$ cat src/rtl/pcb_pkg.sv
package pcb_pkg;

  typedef enum logic [1:0] {
    ACC_CTR  = 2'd0,
    ACC_CTRL = 2'd1,
    ACC_STAT = 2'd2,
    ACC_NONE = 2'd3
  } acc_kind_e;

  // Counters occupy [0, nlog); control and status follow directly.
  function automatic acc_kind_e classify(input int unsigned a, input int unsigned nlog);
    if (a < nlog)           return ACC_CTR;
    else if (a == nlog)     return ACC_CTRL;
    else if (a == nlog + 1) return ACC_STAT;
    else                    return ACC_NONE;
  endfunction

endpackage

$ cat src/rtl/pcb_ctrl.sv
module pcb_ctrl #(
  parameter int NUM_PHYS = 4
) (
  input  logic                clk,
  input  logic                rst_n,
  input  logic                wr_i,
  input  logic [NUM_PHYS:0]   wdata_i,
  output logic                enable_o,
  output logic [NUM_PHYS-1:0] split_o,
  output logic                commit_o,
  output logic [NUM_PHYS:0]   ctrl_o
);

  logic [NUM_PHYS:0] ctrl_q;

  always_ff @(posedge clk) begin
    if (!rst_n)    ctrl_q <= '0;
    else if (wr_i) ctrl_q <= wdata_i;
  end

  // Any control write that leaves the bank enabled publishes pending values.
  assign commit_o = wr_i && wdata_i[0];
  assign enable_o = ctrl_q[0];
  assign split_o  = ctrl_q[NUM_PHYS:1];
  assign ctrl_o   = ctrl_q;


  ctrl_hold_chk: assert property (@(posedge clk) disable iff (!rst_n)
    !wr_i |=> $stable(ctrl_q));

endmodule

$ cat src/rtl/pcb_slice.sv
module pcb_slice #(
  parameter int CTR_W = 32
) (
  input  logic             clk,
  input  logic             rst_n,
  input  logic             en_i,
  input  logic             split_i,
  input  logic             evt_hi_i,
  input  logic             evt_lo_i,
  input  logic             wr_i,
  input  logic             wlow_i,
  input  logic [CTR_W-1:0] wdata_i,
  input  logic             commit_i,
  output logic [CTR_W-1:0] view_o,
  output logic             ovf_hi_o,
  output logic             ovf_lo_o
);

  localparam int HALF = CTR_W / 2;

  logic [CTR_W-1:0] live_q, latch_q, merged;
  logic             pend_q, load;
  logic [HALF-1:0]  hi_inc, lo_inc;

  assign view_o = pend_q ? latch_q : live_q;
  assign load   = commit_i && pend_q;

  // A half-width write keeps the other half of whatever is currently visible.
  always_comb begin
    merged = wdata_i;
    if (split_i) begin
      if (wlow_i) merged = {view_o[CTR_W-1:HALF], wdata_i[HALF-1:0]};
      else        merged = {wdata_i[HALF-1:0], view_o[HALF-1:0]};
    end
  end

  assign hi_inc = HALF'(evt_hi_i);
  assign lo_inc = HALF'(evt_lo_i);

  // A committing counter takes the held value; that cycle's event is dropped.
  always_comb begin
    ovf_hi_o = en_i && !load && evt_hi_i &&
               (split_i ? (&live_q[CTR_W-1:HALF]) : (&live_q));
    ovf_lo_o = en_i && !load && split_i && evt_lo_i && (&live_q[HALF-1:0]);
  end

  always_ff @(posedge clk) begin
    if (!rst_n) begin
      live_q  <= '0;
      latch_q <= '0;
      pend_q  <= 1'b0;
    end else begin
      if (wr_i) begin
        latch_q <= merged;
        pend_q  <= 1'b1;
      end else if (commit_i) begin
        pend_q  <= 1'b0;
      end
      if (load) begin
        live_q <= latch_q;
      end else if (en_i) begin
        if (split_i) begin
          live_q[CTR_W-1:HALF] <= live_q[CTR_W-1:HALF] + hi_inc;
          live_q[HALF-1:0]     <= live_q[HALF-1:0] + lo_inc;
        end else begin
          live_q <= live_q + CTR_W'(evt_hi_i);
        end
      end
    end
  end


  pend_clear_chk: assert property (@(posedge clk) disable iff (!rst_n)
    (commit_i && pend_q && !wr_i) |=> !pend_q);


  idle_hold_chk: assert property (@(posedge clk) disable iff (!rst_n)
    (!en_i && !commit_i) |=> $stable(live_q));


  no_carry_chk: assert property (@(posedge clk) disable iff (!rst_n)
    (en_i && split_i && !load && evt_lo_i && !evt_hi_i && (&live_q[HALF-1:0]))
      |=> (live_q[CTR_W-1:HALF] == $past(live_q[CTR_W-1:HALF])));

endmodule

$ cat src/rtl/pcb_status.sv
module pcb_status #(
  parameter int NLOG = 8
) (
  input  logic            clk,
  input  logic            rst_n,
  input  logic [NLOG-1:0] ovf_i,
  input  logic            rd_i,
  input  logic            wr_i,
  input  logic [NLOG-1:0] mask_i,
  output logic [NLOG-1:0] flags_o,
  output logic [NLOG-1:0] mask_o,
  output logic            irq_o
);

  logic [NLOG-1:0] flags_q, mask_q;

  always_ff @(posedge clk) begin
    if (!rst_n) begin
      flags_q <= '0;
      mask_q  <= '0;
    end else begin
      // New wraps are ORed in after the read-clear so none is lost.
      flags_q <= (rd_i ? '0 : flags_q) | ovf_i;
      if (wr_i) mask_q <= mask_i;
    end
  end

  assign flags_o = flags_q;
  assign mask_o  = mask_q;
  assign irq_o   = |(flags_q & mask_q);


  keep_new_chk: assert property (@(posedge clk) disable iff (!rst_n)
    (|ovf_i) |=> ((flags_q & $past(ovf_i)) == $past(ovf_i)));


  read_clear_chk: assert property (@(posedge clk) disable iff (!rst_n)
    (rd_i && !(|ovf_i)) |=> (flags_q == '0));


  mask_load_chk: assert property (@(posedge clk) disable iff (!rst_n)
    wr_i |=> (mask_q == $past(mask_i)));

endmodule

$ cat src/rtl/perf_ctr_bank.sv
module perf_ctr_bank
  import pcb_pkg::*;
#(
  parameter  int NUM_PHYS = 4,
  parameter  int CTR_W    = 32,
  localparam int NLOG     = 2 * NUM_PHYS,
  localparam int AW       = $clog2(NLOG) + 1
) (
  input  logic             clk,
  input  logic             rst_n,
  input  logic [NLOG-1:0]  evt_i,
  input  logic             wr_en,
  input  logic [AW-1:0]    wr_addr,
  input  logic [CTR_W-1:0] wr_data,
  input  logic             rd_en,
  input  logic [AW-1:0]    rd_addr,
  output logic [CTR_W-1:0] rd_data,
  output logic             irq_o
);

  localparam int HALF = CTR_W / 2;
  localparam int PW   = $clog2(NUM_PHYS);

  acc_kind_e wr_kind, rd_kind;
  assign wr_kind = classify(32'(wr_addr), NLOG);
  assign rd_kind = classify(32'(rd_addr), NLOG);

  logic [PW-1:0] wr_phys, rd_phys;
  assign wr_phys = wr_addr[PW-1:0];
  assign rd_phys = rd_addr[PW-1:0];

  logic                enable_w, commit_w;
  logic [NUM_PHYS-1:0] split_w;
  logic [NUM_PHYS:0]   ctrl_w;

  pcb_ctrl #(.NUM_PHYS(NUM_PHYS)) u_ctrl (
    .clk      (clk),
    .rst_n    (rst_n),
    .wr_i     (wr_en && (wr_kind == ACC_CTRL)),
    .wdata_i  (wr_data[NUM_PHYS:0]),
    .enable_o (enable_w),
    .split_o  (split_w),
    .commit_o (commit_w),
    .ctrl_o   (ctrl_w)
  );

  logic [CTR_W-1:0]    view_w [NUM_PHYS];
  logic [NUM_PHYS-1:0] ovf_hi_w, ovf_lo_w;

  for (genvar p = 0; p < NUM_PHYS; p++) begin : g_slice
    pcb_slice #(.CTR_W(CTR_W)) u_slice (
      .clk      (clk),
      .rst_n    (rst_n),
      .en_i     (enable_w),
      .split_i  (split_w[p]),
      .evt_hi_i (evt_i[p]),
      .evt_lo_i (evt_i[p+NUM_PHYS]),
      .wr_i     (wr_en && (wr_kind == ACC_CTR) && (wr_phys == PW'(p))),
      .wlow_i   (wr_addr[PW]),
      .wdata_i  (wr_data),
      .commit_i (commit_w),
      .view_o   (view_w[p]),
      .ovf_hi_o (ovf_hi_w[p]),
      .ovf_lo_o (ovf_lo_w[p])
    );
  end

  logic [NLOG-1:0] flags_w, mask_w;

  pcb_status #(.NLOG(NLOG)) u_status (
    .clk     (clk),
    .rst_n   (rst_n),
    .ovf_i   ({ovf_lo_w, ovf_hi_w}),
    .rd_i    (rd_en && (rd_kind == ACC_STAT)),
    .wr_i    (wr_en && (wr_kind == ACC_STAT)),
    .mask_i  (wr_data[NLOG-1:0]),
    .flags_o (flags_w),
    .mask_o  (mask_w),
    .irq_o   (irq_o)
  );

  logic [CTR_W-1:0] rd_view, rd_val, rd_q;
  logic             rd_split;
  assign rd_view  = view_w[rd_phys];
  assign rd_split = split_w[rd_phys];

  always_comb begin
    rd_val = '0;
    unique case (rd_kind)
      ACC_CTR: begin
        if (rd_split) rd_val = rd_addr[PW] ? CTR_W'(rd_view[HALF-1:0])
                                           : CTR_W'(rd_view[CTR_W-1:HALF]);
        else          rd_val = rd_view;
      end
      ACC_CTRL: rd_val = CTR_W'(ctrl_w);
      ACC_STAT: rd_val = CTR_W'({mask_w, flags_w});
      default:  rd_val = '0;
    endcase
  end

  always_ff @(posedge clk) begin
    if (!rst_n)     rd_q <= '0;
    else if (rd_en) rd_q <= rd_val;
  end

  assign rd_data = rd_q;

endmodule

$ cat config.mk
export PLATFORM = sky130hd
export DESIGN_NAME = perf_ctr_bank
export DESIGN_NICKNAME = d
export VERILOG_FILES = /design/src/rtl/pcb_pkg.sv /design/src/rtl/pcb_ctrl.sv /design/src/rtl/pcb_slice.sv /design/src/rtl/pcb_status.sv /design/src/rtl/perf_ctr_bank.sv
export SDC_FILE = /design/constraint.sdc
export NUM_CORES = 1
export LEC_CHECK = 0
export ABC_AREA = 0
export CAP_MARGIN = 20
export CELL_PAD_IN_SITES_DETAIL_PLACEMENT = 1
export CELL_PAD_IN_SITES_GLOBAL_PLACEMENT = 2
export CORE_ASPECT_RATIO = 2
export CORE_UTILIZATION = 43
export DETAILED_ROUTE_END_ITERATION = 12
export DONT_BUFFER_PORTS = 1
export PLACE_DENSITY = 0.84
export SETUP_SLACK_MARGIN = 0.4
export SLEW_MARGIN = 20
export SYNTH_ARGS = -nofsm -noshare
export SYNTH_HDL_FRONTEND = slang
export SYNTH_HIERARCHICAL = 1
export SYNTH_SLANG_ARGS = --single-unit
$ cat constraint.sdc
create_clock -name clk -period 6.7 [get_ports clk]
set_clock_uncertainty 0.15 [all_clocks]
set_input_delay 1.005 -clock clk [delete_from_list [all_inputs] [get_ports clk]]
set_output_delay 1.005 -clock clk [all_outputs]
set_load 0.03 [all_outputs]
==> results of run 1 <==
cell type report:
cell class,instances,area [sq um],area share
multi-input combinational,1803,12000,0.585
sequential,313,6270,0.305
clock buffer,51,1010,0.0489
tap,555,694,0.0338
inverter,66,248,0.0121
timing repair buffer,26,195,0.00950
clock inverter,10,108,0.00524
antenna,5,12.5,0.000609
sequential cells by signal, summed over array words and instances (netlist names):
signal and cells:
rd_data 32, u_status/flags_o 8, u_status/mask_o 8, g_slice.u_slice/live_q 128
g_slice.u_slice/pend_q 4, u_ctrl/ctrl_o 5, g_slice.u_slice/latch_q 128
critical path: cells and delay by family, from the launching register on:
kind	cells	cell delay (ns)
DFF	1	0.82
buffers and inverters	1	0.49
AOI/OAI and AO/OA	2	0.48
and+or+nand+nor	3	1.15
power by group through the flow:
stage | logic (mW) | clock network (mW) | registers (mW)
2_1_floorplan | 0.196 | 0 | 1.95
3_3_place_gp | 0.222 | 0 | 1.96
3_5_place_dp | 0.229 | 0 | 1.96
4_1_cts | 0.231 | 2.00 | 1.92
5_1_grt | 0.252 | 2.06 | 1.92
6_report | 0.233 | 1.97 | 1.92
layer usage:
layer  track usage  up-vias  part of all wire
met4         0.320        0             0.099
met3        0.0652      252             0.052
met5             0        -                 0
li1              -     8361                 -
met1         0.398     9433              0.36
met2         0.635      584              0.49
worst max path at each step:
stage | start | end | slack [ns] | cells past startpoint
floorplan | wr_addr[2] | g_slice[1].u_slice/live_q[21]$_SDFFE_PN0P_ | 3.87 | 10
global placement | wr_addr[2] | u_status/flags_o[2]$_SDFF_PN0_ | 3.33 | 10
detailed placement | wr_addr[2] | u_status/flags_o[2]$_SDFF_PN0_ | 3.35 | 10
CTS | u_ctrl/ctrl_o[0]$_SDFFE_PN0P_ | g_slice[1].u_slice/live_q[29]$_SDFFE_PN0P_ | 3.54 | 6
global route | u_ctrl/ctrl_o[0]$_SDFFE_PN0P_ | g_slice[1].u_slice/live_q[29]$_SDFFE_PN0P_ | 3.38 | 6
finish | u_ctrl/ctrl_o[0]$_SDFFE_PN0P_ | g_slice[1].u_slice/live_q[29]$_SDFFE_PN0P_ | 3.50 | 6
cells by family (layout without fill, tap and decap cells):
kind of cell,after synthesis,count (layout),synth area share
buffers and inverters,246,153,0.0529
adders and majority gates,24,24,0.0156
muxes,240,240,0.154
AOI/OAI and AO/OA,539,539,0.184
other,0,5,0
DFF,313,313,0.325
xor gates and xnor gates,56,56,0.0254
and+or+nand+nor,944,944,0.243
cells in the mapped netlist (5+ instances only):
cell type	n
and4_1	13
buf_1	14
buf_2	8
nor2_1	301
nand3b_1	6
a211o_1	16
nor4_1	22
nand2b_1	43
o21a_1	9
and2_1	6
o31ai_1	10
xnor2_1	30
or4_1	14
mux2_2	126
a21oi_1	128
nand4_1	36
ha_1	24
nand2_1	194
o41ai_1	6
o221ai_1	5
o2111ai_1	6
or2_2	6
buf_4	9
o21ai_0	110
buf_6	5
inv_1	60
and3_1	24
nor3_1	74
a311oi_1	68
a211oi_1	88
nor2b_1	88
a31oi_1	34
mux2i_1	81
xor2_1	26
mux4_2	33
o211ai_1	37
clkbuf_1	143
dfxtp_1	313
nand3_1	65
or3_1	28
placed cells by master (no fill, tap or decap), types with 28 or more instances in the layout:
master / n
dfxtp_1: 312
nor2_1: 300
nand2_1: 194
a21oi_1: 128
mux2_2: 126
o21ai_0: 110
nor2b_1: 88
a211oi_1: 88
mux2i_1: 81
nor3_1: 73
a311oi_1: 68
nand3_1: 65
inv_1: 59
nand2b_1: 39
o211ai_1: 37
nand4_1: 36
clkbuf_16: 35
a31oi_1: 34
mux4_2: 33
xnor2_1: 30
or3_1: 28
through the flow:
stage	worst slack [ns]	hold WS [ns]	instance area (sq um)
3_3_place_gp	3.33	0.305	19400
5_1_grt	3.38	0.346	20500
4_1_cts	3.54	0.317	20500
2_1_floorplan	3.87	0.291	19300
3_5_place_dp	3.35	0.312	19400
6_report	3.50	0.319	20600
==> reports/results.txt, run 1 <==
Clock Latency Late Sink -> 0.54 ns
Non-Filler Instances -> 2,829
Post-DP HPWL -> 61,300 um
filler cell count -> 5,364
slowest CP cell -> dfxtp_2
Yosys top cell area share -> 0.325
synth unique cells -> 64
commonest register cell after synthesis -> dfxtp_1
cell taking the most area after synthesis -> dfxtp_1
number of flops mapped to enable cells by yosys -> 0
Worst Tran Pin Value -> 1.28 ns
max incr delay on CP -> 0.82 ns
Initial Util -> 0.436
first-pass GRT wire length -> 125,000 um
drt pass-1 iters -> 5
total core area -> 0.0442 sq mm
Detail Route Antenna Nets -> 0
syn avg cell area -> 8.17 sq um
internal power -> 3.10 mW
H-tree level count -> 2
Num CTS Buffers -> 35
hold depth -> 2
Mapped Cells -> 2,362
vias -> 18,600
Max Slew Vio Count -> 0
Net Sw Power -> 1.02 mW
CTS sink count -> 313
grt total ovfl -> 0
Crit Reg-Reg Endpoint -> g_slice[1].u_slice/live_q[29]$_SDFFE_PN0P_
nets -> 2,321
max_cap viols -> 0
WS Path Type -> flip-flop to flip-flop
layout cell share with drive strength beyond 1 -> 0.119
initial antenna violation count -> 6
# rows -> 109
Die Y -> 302 um
syn nets -> 2,438
Min-Delay Path Class -> flip-flop to flip-flop
register-to-register setup slack -> 3.50 ns
Max Root-Sink Buffers -> 3
hold worst-path end -> g_slice[1].u_slice/live_q[19]$_SDFFE_PN0P_
CP cell instances -> buf_4 -> nand4_1 -> nor2_1 -> a31oi_1 -> or3b_1 -> a211oi_1
Starting DRT DRC Count -> 1,214
postcts setup bufs -> 0
Netlist Area Pre-Place -> 0.0193 sq mm
endpoint type of the worst setup path -> flip-flop
die width -> 152 um
number of hold violations in the final report -> 0
switching part of the total -> 0.248
final core occ -> 0.465
worst-path fanout max -> 30
Ys Warns -> 6
Pleak -> 7.40 nW
port bufs -> 0
Hold Buf Count CTS -> 0
die outline area -> 0.0458 sq mm
RSZ-0062 raised after global routing -> false
vias in the first global route -> 19,200
CTS Root Cell -> clkbuf_16
DR DRC count -> 0
Comb power frac -> 0.057
Period minus WS final -> 3.20 ns
Tot Pwr -> 4.12 mW
power density cells -> 200 mW/mm^2
Max VDD drop -> 0.000153 V
synth top area cells -> dfxtp_1 (32%), mux2_2 (7.4%), nor2_1 (5.9%), mux2i_1 (4.2%), mux4_2 (3.9%)
RePlAce Congestion -> 0.937
Inst Count DP -> 2,763
gr usage total -> 0.376
period utilisation layout -> 0.478
relative slew slack -> 0.139
outcome -> finished clean
clock slew seen by the registers of the worst setup and hold paths -> 0.07 ns
CTS tree -> built
area grow syn2layout -> 6.57%
FFs w/ async S/R, synth -> 0
hold_sp -> g_slice[1].u_slice/latch_q[19]$_SDFFE_PN0P_
Worst R2R Path Depth -> 6
sequential share of power -> 0.465
RR Startpoint -> u_ctrl/ctrl_o[0]$_SDFFE_PN0P_
#FFs+latches synth -> 313
WP data arrival -> 3.49 ns
vias per cell -> 6.59
Setup TNS -> 0 ns
routed len/inst -> 30.1 um
# setup viols final -> 0
startpoint types -> flip-flop
cts repair resizes -> 0
register area share after synthesis -> 0.325
fmax -> 0.312 GHz
largest net degree at the start of global routing -> 140
# IOs -> 85
Clk pwr share -> 0.478
Worst Path Required -> 6.99 ns
Total Wirelength -> 85,200 um
(Power assumes the default switching activity.)
==> run 2: changes to the inputs <==
--- a/config.mk
+++ b/config.mk
@@ -10,10 +10,10 @@
 export CELL_PAD_IN_SITES_DETAIL_PLACEMENT = 1
 export CELL_PAD_IN_SITES_GLOBAL_PLACEMENT = 2
 export CORE_ASPECT_RATIO = 2
-export CORE_UTILIZATION = 43
+export CORE_UTILIZATION = 40
 export DETAILED_ROUTE_END_ITERATION = 12
 export DONT_BUFFER_PORTS = 1
-export PLACE_DENSITY = 0.84
+export PLACE_DENSITY = 0.78
 export SETUP_SLACK_MARGIN = 0.4
 export SLEW_MARGIN = 20
 export SYNTH_ARGS = -nofsm -noshare
==> constraint.sdc (replaced) <==
create_clock -name clk -period 3 [get_ports clk]
set_clock_uncertainty 0.15 [all_clocks]
set_input_delay 0.45 -clock clk [delete_from_list [all_inputs] [get_ports clk]]
set_output_delay 0.45 -clock clk [all_outputs]
set_load 0.03 [all_outputs]
==> run 2 against run 1 <==
Effect of this change: worst hold slack got worse by 0.30 ns; final area increased by 4.4%; final cell count increased by 6.1%; sequential share of layout area decreased by 1.2 points; critical path depth increased by 1; clock power increased by 130%; via count increased by 2.9%; first-iteration DRC count increased by 7.6%; worst setup slack got worse by 3.0 ns; largest power group unchanged.
==> reports/results.txt, run 2 (same netlist as run 1, synthesis figures left out) <==
outcome -> finished clean
hold depth -> 3
Initial Util -> 0.406
Max VDD drop -> 0.000369 V
CTS sink count -> 313
# setup viols final -> 0
area grow syn2layout -> 11.3%
Setup TNS -> 0 ns
RSZ-0062 raised after global routing -> true
Comb power frac -> 0.070
most frequent CP cell -> buf_4
vias in the first global route -> 19,300
total core area -> 0.0475 sq mm
multi-input logic area -> 0.0120 sq mm
die outline area -> 0.0492 sq mm
CTS tree -> built
first-pass GRT wire length -> 134,000 um
Total Wirelength -> 92,600 um
register-to-register setup slack -> 0.47 ns
Post-DP HPWL -> 66,300 um
drt pass-1 iters -> 5
# IOs -> 85
Worst R2R Path Depth -> 7
Tot Pwr -> 9.53 mW
CP cell instances -> nand4_1 -> buf_4 -> nor4_2 -> buf_4 -> nand3_1 -> nor3_1 -> o21a_1
vias per cell -> 6.39
number of hold violations in the final report -> 0
Min-Delay Path Class -> primary input to flip-flop
DR DRC count -> 0
Starting DRT DRC Count -> 1,306
worst-path fanout max -> 6
Inst Count DP -> 2,890
Worst Tran Pin Value -> 1.22 ns
slowest CP cell -> nor3_1
routed len/inst -> 30.9 um
endpoint type of the worst setup path -> flip-flop
Num CTS Buffers -> 34
Max Root-Sink Buffers -> 3
startpoint types -> flip-flop
H-tree level count -> 2
Pleak -> 7.84 nW
initial antenna violation count -> 17
filler cell count -> 5,747
sequential share of power -> 0.449
final core occ -> 0.452
hold worst-path end -> rd_data[19]$_SDFFE_PN0P_
fin area -> 0.0215 sq mm
power density cells -> 444 mW/mm^2
Max Slew Vio Count -> 0
fmax -> 0.395 GHz
grt total ovfl -> 0
largest net degree at the start of global routing -> 126
Net Sw Power -> 2.46 mW
gr usage total -> 0.379
RePlAce Congestion -> 0.978
most common cell after layout, fill and taps aside -> dfxtp_1
critical path startpoint -> g_slice[3].u_slice/live_q[4]$_SDFFE_PN0P_
switching part of the total -> 0.258
internal power -> 7.07 mW
Non-Filler Instances -> 3,001
hold_sp -> rd_addr[3]
WP data arrival -> 2.88 ns
vias -> 19,200
RR Startpoint -> g_slice[3].u_slice/live_q[4]$_SDFFE_PN0P_
max incr delay on CP -> 0.66 ns
period utilisation layout -> 0.845
most frequent cells in the layout -> dfxtp_1 (305), nor2_1 (300), nand2_1 (194)
relative slew slack -> 0.178
max_cap viols -> 0
nets -> 2,402
Clk pwr share -> 0.481
Crit Reg-Reg Endpoint -> u_status/flags_o[7]$_SDFF_PN0_
CTS Root Cell -> clkbuf_16
Worst Path Required -> 3.35 ns
port bufs -> 0
FF/Latch Area -> 0.00628 sq mm
Period minus WS final -> 2.53 ns
WS Path Type -> flip-flop to flip-flop
Detail Route Antenna Nets -> 0
# rows -> 113
die width -> 157 um
layout cell share with drive strength beyond 1 -> 0.142
area post-placement -> 0.0199 sq mm
Clock Latency Late Sink -> 0.56 ns
clock slew seen by the registers of the worst setup and hold paths -> 0.07 ns
Die Y -> 313 um
## run 2: cell types whose count changed in the layout (fill, tap and decap cells not counted), sizes merged
| cell | before | now |
|---|---|---|
| o31a | 2 | 3 |
| diode | 5 | 17 |
| clkinv | 12 | 13 |
| bufinv | 2 | 3 |
| buf | 26 | 81 |
| dlygate4sd3 | 0 | 26 |
| clkbuf | 51 | 50 |
## run 2: layout make-up
class / count / area share
diodes: 17 / 0.00198
clock buffers: 50 / 0.0473
clock inverters: 12 / 0.00630
inverters: 66 / 0.0115
multi-input cells: 1804 / 0.561
flip-flops and latches: 313 / 0.292
well taps: 632 / 0.0368
repair buffers: 107 / 0.0426
## run 2: how the worst max path moves through the flow
stage | end | slack, ns | cells past startpoint
floorplan | rd_data[0]$_SDFFE_PN0P_ | 0.67 | 6
global placement | g_slice[1].u_slice/live_q[28]$_SDFFE_PN0P_ | 0.38 | 5
detailed placement | g_slice[3].u_slice/live_q[28]$_SDFFE_PN0P_ | 0.38 | 5
CTS | g_slice[1].u_slice/live_q[28]$_SDFFE_PN0P_ | 0.40 | 5
global route | g_slice[3].u_slice/live_q[28]$_SDFFE_PN0P_ | 0.33 | 5
finish | u_status/flags_o[7]$_SDFF_PN0_ | 0.47 | 7
## run 2: metrics by stage
step / hold WS (ns) / worst slack [ns]
6_report: 0.0197 / 0.465
5_1_grt: 0.0329 / 0.334
4_1_cts: 0.00662 / 0.401
3_5_place_dp: 0.314 / 0.378
3_3_place_gp: 0.311 / 0.382
2_1_floorplan: 0.291 / 0.671
## run 2: layer usage
layer / routed length, um / global-route usage / vias up
met5: 12 / 0 / -
met2: 45200 / 0.632 / 683
met3: 5410 / 0.0704 / 337
li1: - / - / 8553
met4: 10000 / 0.363 / 2
met1: 32000 / 0.392 / 9595
## run 2: power groups by stage
stage                     logic (mW)  registers [mW]  clock network [mW]
final                          0.666            4.28                4.58
after global routing           0.701            4.29                4.80
after CTS                      0.651            4.28                4.65
after detailed placement       0.527            4.38                   0
after global placement         0.513            4.37                   0
after floorplan                0.438            4.34                   0
## run 2: critical path, delay by kind of cell (launching register included)
kind	cells	cell delay, ns
AND/OR/NAND/NOR	4	1.29
flip-flops	1	0.42
buffers and inverters	2	0.41
AO/OA/AOI/OAI	1	0.22
## run 2: timing repair
action                     in CTS  in global routing
hold endpoints to repair      186                  0
buffers inserted                1                  3
setup endpoints to repair       5                 12
pin swaps                       3                  3
hold buffers                   27                  0
gates resized for setup         2                 11
gates cloned                    1                  0
